`src/rtl/lrs_pkg.sv`:
```
package lrs_pkg;
  typedef enum logic [1:0] {
    SZ_BYTE  = 2'd0,
    SZ_HALF  = 2'd1,
    SZ_WORD  = 2'd2,
    SZ_DWORD = 2'd3
  } ld_size_e;

  // Latency in cycles from acceptance to return for each load kind.
  localparam int FAST_LAT = 2;
  localparam int SLOW_LAT = FAST_LAT + 1;
endpackage

```
`src/rtl/lrs_classify.sv`:
```
module lrs_classify
  import lrs_pkg::*;
(
  input  logic [1:0] size,
  input  logic       sign_ext,
  input  logic [2:0] addr_lo,
  output logic       misaligned,
  output logic       narrow_signed
);
  ld_size_e sz;

  always_comb begin
    sz = ld_size_e'(size);
    unique case (sz)
      SZ_BYTE:  misaligned = 1'b0;
      SZ_HALF:  misaligned = addr_lo[0];
      SZ_WORD:  misaligned = |addr_lo[1:0];
      default:  misaligned = |addr_lo;
    endcase
    narrow_signed = sign_ext && (sz != SZ_DWORD);
  end
endmodule

```
`src/rtl/lrs_delay_mode.sv`:
```
module lrs_delay_mode (
  input  logic clk,
  input  logic rst_n,
  input  logic fire,
  input  logic set_req,
  output logic mode_q
);
  always_ff @(posedge clk or negedge rst_n) begin
    if (!rst_n)     mode_q <= 1'b0;
    else if (!fire) mode_q <= 1'b0;
    else if (set_req) mode_q <= 1'b1;
  end

  // an idle cycle ends slow mode, a signed narrow load starts it
  p_mode_drop_r3: assert property (@(posedge clk) disable iff (!rst_n)
    !fire |=> !mode_q);
  p_mode_set_r3: assert property (@(posedge clk) disable iff (!rst_n)
    (fire && set_req) |=> mode_q);
endmodule

```
`src/rtl/lrs_order_queue.sv`:
```
module lrs_order_queue #(
  parameter int DEPTH  = 8,
  parameter int TAG_W  = 6,
  parameter int WAIT_W = 2
) (
  input  logic              clk,
  input  logic              rst_n,
  input  logic              push,
  input  logic [TAG_W-1:0]  push_tag,
  input  logic              push_miss,
  input  logic [WAIT_W-1:0] push_wait,
  input  logic              fill,
  output logic              full,
  output logic              ret_valid,
  output logic [TAG_W-1:0]  ret_tag
);
  localparam int PTR_W = (DEPTH > 1) ? $clog2(DEPTH) : 1;
  localparam int CNT_W = $clog2(DEPTH + 1);

  logic [TAG_W-1:0]  tag_q  [DEPTH];
  logic [WAIT_W-1:0] wait_q [DEPTH];
  logic [DEPTH-1:0]  miss_q;
  logic [DEPTH-1:0]  done_q;
  logic [PTR_W-1:0]  head_q, tail_q;
  logic [CNT_W-1:0]  count_q;

  logic             pop;
  logic             fill_hit;
  logic [PTR_W-1:0] fill_idx;

  assign full      = (count_q == CNT_W'(DEPTH));
  assign ret_valid = (count_q != '0) && (wait_q[head_q] == '0) &&
                     (!miss_q[head_q] || done_q[head_q]);
  assign ret_tag   = tag_q[head_q];
  assign pop       = ret_valid;

  // Oldest queued miss that has not yet been filled.
  always_comb begin
    fill_hit = 1'b0;
    fill_idx = '0;
    for (int i = 0; i < DEPTH; i++) begin
      if (!fill_hit && (i < int'(count_q))) begin
        if (miss_q[PTR_W'((int'(head_q) + i) % DEPTH)] &&
            !done_q[PTR_W'((int'(head_q) + i) % DEPTH)]) begin
          fill_hit = 1'b1;
          fill_idx = PTR_W'((int'(head_q) + i) % DEPTH);
        end
      end
    end
  end

  always_ff @(posedge clk or negedge rst_n) begin
    if (!rst_n) begin
      for (int i = 0; i < DEPTH; i++) begin
        tag_q[i]  <= '0;
        wait_q[i] <= '0;
      end
      miss_q  <= '0;
      done_q  <= '0;
      head_q  <= '0;
      tail_q  <= '0;
      count_q <= '0;
    end else begin
      for (int i = 0; i < DEPTH; i++) begin
        if (wait_q[i] != '0) wait_q[i] <= wait_q[i] - 1'b1;
        if (fill && fill_hit && (fill_idx == PTR_W'(i))) done_q[i] <= 1'b1;
        if (push && (tail_q == PTR_W'(i))) begin
          tag_q[i]  <= push_tag;
          wait_q[i] <= push_wait;
          miss_q[i] <= push_miss;
          done_q[i] <= 1'b0;
        end
      end
      if (push) tail_q <= (tail_q == PTR_W'(DEPTH - 1)) ? '0 : tail_q + 1'b1;
      if (pop)  head_q <= (head_q == PTR_W'(DEPTH - 1)) ? '0 : head_q + 1'b1;
      count_q <= count_q + CNT_W'(push) - CNT_W'(pop);
    end
  end

  // the issue side never writes into a full queue
  p_no_overflow_r8: assert property (@(posedge clk) disable iff (!rst_n)
    push |-> !full);
  // a return needs an entry that was present one cycle earlier
  p_ret_has_age_r1: assert property (@(posedge clk) disable iff (!rst_n)
    ret_valid |-> $past(count_q != '0));
  // occupancy drops by at most one per cycle
  p_one_pop_r7: assert property (@(posedge clk) disable iff (!rst_n)
    !push |=> (count_q == $past(count_q)) || (count_q == $past(count_q) - 1'b1));
endmodule

```
`src/rtl/load_return_seq.sv`:
```
module load_return_seq
  import lrs_pkg::*;
#(
  parameter int TAG_W = 6,
  parameter int DEPTH = 8
) (
  input  logic             clk,
  input  logic             rst_n,
  input  logic             ld_valid,
  output logic             ld_ready,
  input  logic [TAG_W-1:0] ld_tag,
  input  logic [1:0]       ld_size,
  input  logic             ld_signed,
  input  logic [2:0]       ld_addr_lo,
  input  logic             ld_hit,
  input  logic             fill_done,
  output logic             ret_valid,
  output logic [TAG_W-1:0] ret_tag,
  output logic             trap_valid,
  output logic [TAG_W-1:0] trap_tag
);
  localparam int WAIT_W = $clog2(SLOW_LAT);

  logic              fire, misal, nsigned, slow_mode, q_full, slow;
  logic [WAIT_W-1:0] wait_init;

  assign ld_ready  = !q_full;
  assign fire      = ld_valid && ld_ready;
  assign slow      = nsigned || slow_mode;
  assign wait_init = slow ? WAIT_W'(SLOW_LAT - 1) : WAIT_W'(FAST_LAT - 1);

  lrs_classify u_cls (
    .size          (ld_size),
    .sign_ext      (ld_signed),
    .addr_lo       (ld_addr_lo),
    .misaligned    (misal),
    .narrow_signed (nsigned)
  );

  lrs_delay_mode u_mode (
    .clk     (clk),
    .rst_n   (rst_n),
    .fire    (fire),
    .set_req (nsigned && !misal),
    .mode_q  (slow_mode)
  );

  lrs_order_queue #(
    .DEPTH  (DEPTH),
    .TAG_W  (TAG_W),
    .WAIT_W (WAIT_W)
  ) u_q (
    .clk       (clk),
    .rst_n     (rst_n),
    .push      (fire && !misal),
    .push_tag  (ld_tag),
    .push_miss (!ld_hit),
    .push_wait (wait_init),
    .fill      (fill_done),
    .full      (q_full),
    .ret_valid (ret_valid),
    .ret_tag   (ret_tag)
  );

  always_ff @(posedge clk or negedge rst_n) begin
    if (!rst_n) begin
      trap_valid <= 1'b0;
      trap_tag   <= '0;
    end else begin
      trap_valid <= fire && misal;
      if (fire && misal) trap_tag <= ld_tag;
    end
  end

  // every trap follows an accepted misaligned load
  p_trap_cause_r6: assert property (@(posedge clk) disable iff (!rst_n)
    trap_valid |-> $past(fire && misal));
  // nothing is accepted while the queue reports full
  p_ready_full_r8: assert property (@(posedge clk) disable iff (!rst_n)
    q_full |-> !fire);
endmodule

```
`config.mk`:
```
export PLATFORM = sky130hd
export DESIGN_NAME = load_return_seq
export DESIGN_NICKNAME = d
export VERILOG_FILES = /design/src/rtl/lrs_pkg.sv /design/src/rtl/lrs_classify.sv /design/src/rtl/lrs_delay_mode.sv /design/src/rtl/lrs_order_queue.sv /design/src/rtl/load_return_seq.sv
export SDC_FILE = /design/constraint.sdc
export NUM_CORES = 1
export LEC_CHECK = 0
export BUFFER_PORTS_ARGS = -buffer_cell sky130_fd_sc_hd__buf_2
export CORE_MARGIN = 2
export CORE_UTILIZATION = 55
export CTS_CLUSTER_DIAMETER = 120
export DETAILED_ROUTE_END_ITERATION = 7
export PLACE_DENSITY = 0.76
export SLEW_MARGIN = 30
export SYNTH_ARGS = -nofsm -noshare
export SYNTH_HDL_FRONTEND = slang
export SYNTH_SLANG_ARGS = --single-unit
```
`constraint.sdc`:
```
create_clock -name clk -period 3.21 [get_ports clk]
set_input_delay 0.4815 -clock clk [delete_from_list [all_inputs] [get_ports clk]]
set_output_delay 0.4815 -clock clk [all_outputs]
set_load 0.01 [all_outputs]
```
==> impl_metrics.yaml <==
placed_design:
  place.gp.congestion: 0.954
  io_buffers: 31
  place_area_um2: 6210
  hpwl_um: 9660
clocking:
  cts_buffers: 9
  cts_sinks: 98
  cts_tree: "done"
  cts-root-buf: "clkbuf_8"
  clk_pin_slew_ns: 0.10
  htreeDepth: 3
  clk_path_buf_depth: 2
  insertion_delay_ns: 0.38
die:
  top_level_ports: 32
  fp.dieArea_um2: 11300
  coreArea_um2: 10200
  die_w_um: 106
  fp-row-count: 37
  die_h_um: 106
  start_util_pct: 56.3
yosys:
  syn_area_per_cell_um2: 11.0
  yosysTopAreaCell: "dfrtp_1"
  postSynthCellCount: 522
  synth_edf_count: 0
  ys_types: 69
  netlist_area_um2: 5760
  ys_ff_latch: 98
  synth_area_leaders: "dfrtp_1 (43%), mux2_2 (9.8%), mux4_2 (7.8%), ha_1 (5.4%), nand2_1 (4.6%)"
  yosysWarnings: 0
  synth_top_area_share_pct: 42.6
  synthArstFlopShare_pct: 100
  syn-num-nets: 565
  ys_seq_area_share_pct: 42.6
  synthFlopType: "dfrtp_1"
sta:
  finalMaxSlewViolations: 0
  hold_viol: 0
  max_freq_ghz: 0.327
  tightest_slew_ns: 0.789
  period_share_pct: 95.2
  rsz0062_at_grt: "false"
  fin_crit_ns: 3.06
  setup_viol: 0
  fin_skew_ns: 0.00900
  setup_tns_ns: 0
  slew-limit-headroom_pct: 47.2
worst_setup_path:
  critPathKind: "register to register"
  reg2reg_depth: 10
  ff2ff_setup_slack_ns: 0.15
  critPathMaxFanout: 8
  crit_arrival_ns: 3.34
  crit_required_ns: 3.49
  end_kind: "register"
  cp-start-kind: "register"
layout:
  stdcell_area_um2: 6490
  drive_above_1_share_pct: 28.2
  diodes: 0
  final_net_count: 612
  layout_common_cells: "dfrtp_1 (97), nand2_1 (70), mux2_2 (50)"
  layout_commonest_cell: "dfrtp_1"
  num-fill-cells: 803
  area_delta_synth_final_pct: 12.6
route:
  drt_iter0_markers: 257
  drtPass1Iterations: 5
  wire_per_inst_um: 18.9
  ant_nets: 0
  drc: 0
  viasPerCell: 6.00
  via_count: 4257
  wl_um: 13400
global_route:
  grt_start_max_net_pins: 61
  grt-ovfl-total: 0
  grt_usage_pct: 25.0
  antenna_found_initial: 0
  grt_pass1_wl_um: 21700
  grt_pass1_vias: 4337
hold_path:
  hold_path.class: "input port to async pin"
pwr:
  peakVddDrop_mv: 0.555
  p_per_area_nw_per_um2: 1210
  power_mw: 7.88
  p_leak_nw: 3.03
flow_run:
  cap_violations: 0
outcome:
  status: "finished clean"
-- synth_stat cells (3+ instances only) --
library cell and count:
o21a_1 5, nor2b_1 8, and2_1 4, nand3_1 7, or4bb_1 3, o31ai_1 3, a31oi_1 3, dfrtp_1 98
xnor2_1 4, o21ai_0 16, mux2_2 50, a21oi_1 15, a211oi_1 3, inv_1 30, mux2i_1 16, a21o_1 8
ha_1 25, nor3_1 6, and3_1 7, nand2b_1 11, mux4_2 20, nor2_1 22, xor2_1 10, nand2_1 70
clkbuf_1 17
-- metal layers --
metal,wire (µm),vias to the layer above,global-route usage [%]
met1,5770,2158,31.3
met2,6880,107,43.2
met3,478,23,3.43
met5,0,-,0
met4,291,0,10.8
li1,-,1969,-
-- state kept, by name, indices dropped and copies added, names as in the netlist --
name	flops
u_q.count_q	4
u_mode.mode_q	1
u_q.head_q	3
u_q.done_q	8
u_q.tag_q	48
u_q.miss_q	8
u_q.tail_q	3
trap_valid	1
u_q.wait_q	16
trap_tag	6
-- power breakdown --
part           internal (mW)  switching (mW)  total (mW)
Combinational           2.30            2.51        4.81
Clock                  0.373           0.472       0.845
Sequential              1.84           0.380        2.22
-- cell families (layout without fill, tap and decap cells) --
kind of cell | Yosys count | in the layout | synth area share [%]
adders and majority gates | 26 | 26 | 5.78
muxes | 88 | 88 | 20.8
DFF | 98 | 98 | 42.6
AOI/OAI and AO/OA | 87 | 87 | 11.6
buffers and inverters | 54 | 106 | 3.67
xor gates and xnor gates | 14 | 14 | 2.13
and+or+nand+nor | 155 | 155 | 13.4
-- layout make-up --
cell class / instances / area, µm² / area share [%]
clock buffer: 9 / 124 / 1.91
clock inverter: 7 / 83.8 / 1.29
inverter: 32 / 120 / 1.85
multi-input combinational: 370 / 3130 / 48.3
sequential: 98 / 2450 / 37.8
tap: 136 / 170 / 2.62
timing repair buffer: 58 / 403 / 6.21
-- path summary, 6_finish.rpt --
check                                          start                   endpoint
max                        u_q.head_q[0]$_DFFE_PN0P_  u_q.done_q[2]$_DFFE_PN0P_
min                                            rst_n  u_q.tag_q[13]$_DFFE_PN0P_
max reg2reg                u_q.head_q[0]$_DFFE_PN0P_  u_q.done_q[2]$_DFFE_PN0P_
min reg2reg                u_q.tag_q[41]$_DFFE_PN0P_  u_q.tag_q[41]$_DFFE_PN0P_
max in group asynchronous                      rst_n  u_q.head_q[0]$_DFFE_PN0P_
min in group clk                            ld_valid  u_mode.mode_q$_DFFE_PN0P_
-- what timing repair did --
action                                  in CTS  in global routing
buffers inserted                             0                  1
endpoints found under the setup margin       0                 12
resized for setup                            0                  7
hold buffers                                 0                  0
-- critical path, stage by stage (launching register included) --
cell     delay [ns]
dfrtp_2        0.46
ha_1           0.26
ha_4           0.30
mux4_2         0.54
a22oi_4        0.19
buf_4          0.17
nor2_1         0.04
a221o_1        0.34
a31oi_4        0.17
o22ai_4        0.14
o41ai_2        0.35
-- metrics by stage --
step                utilization (%)  instances  hold slack [ns]  setup WS (ns)
floorplan                         -        522            0.186         0.0831
global placement               60.7        692            0.456          0.160
detailed placement             60.7        692            0.465         0.0676
CTS                            62.7        708            0.184        0.00203
global route                   63.4        710            0.220        0.00368
finish                         63.4        710            0.159          0.154
Power figures use the tool's default switching activity.
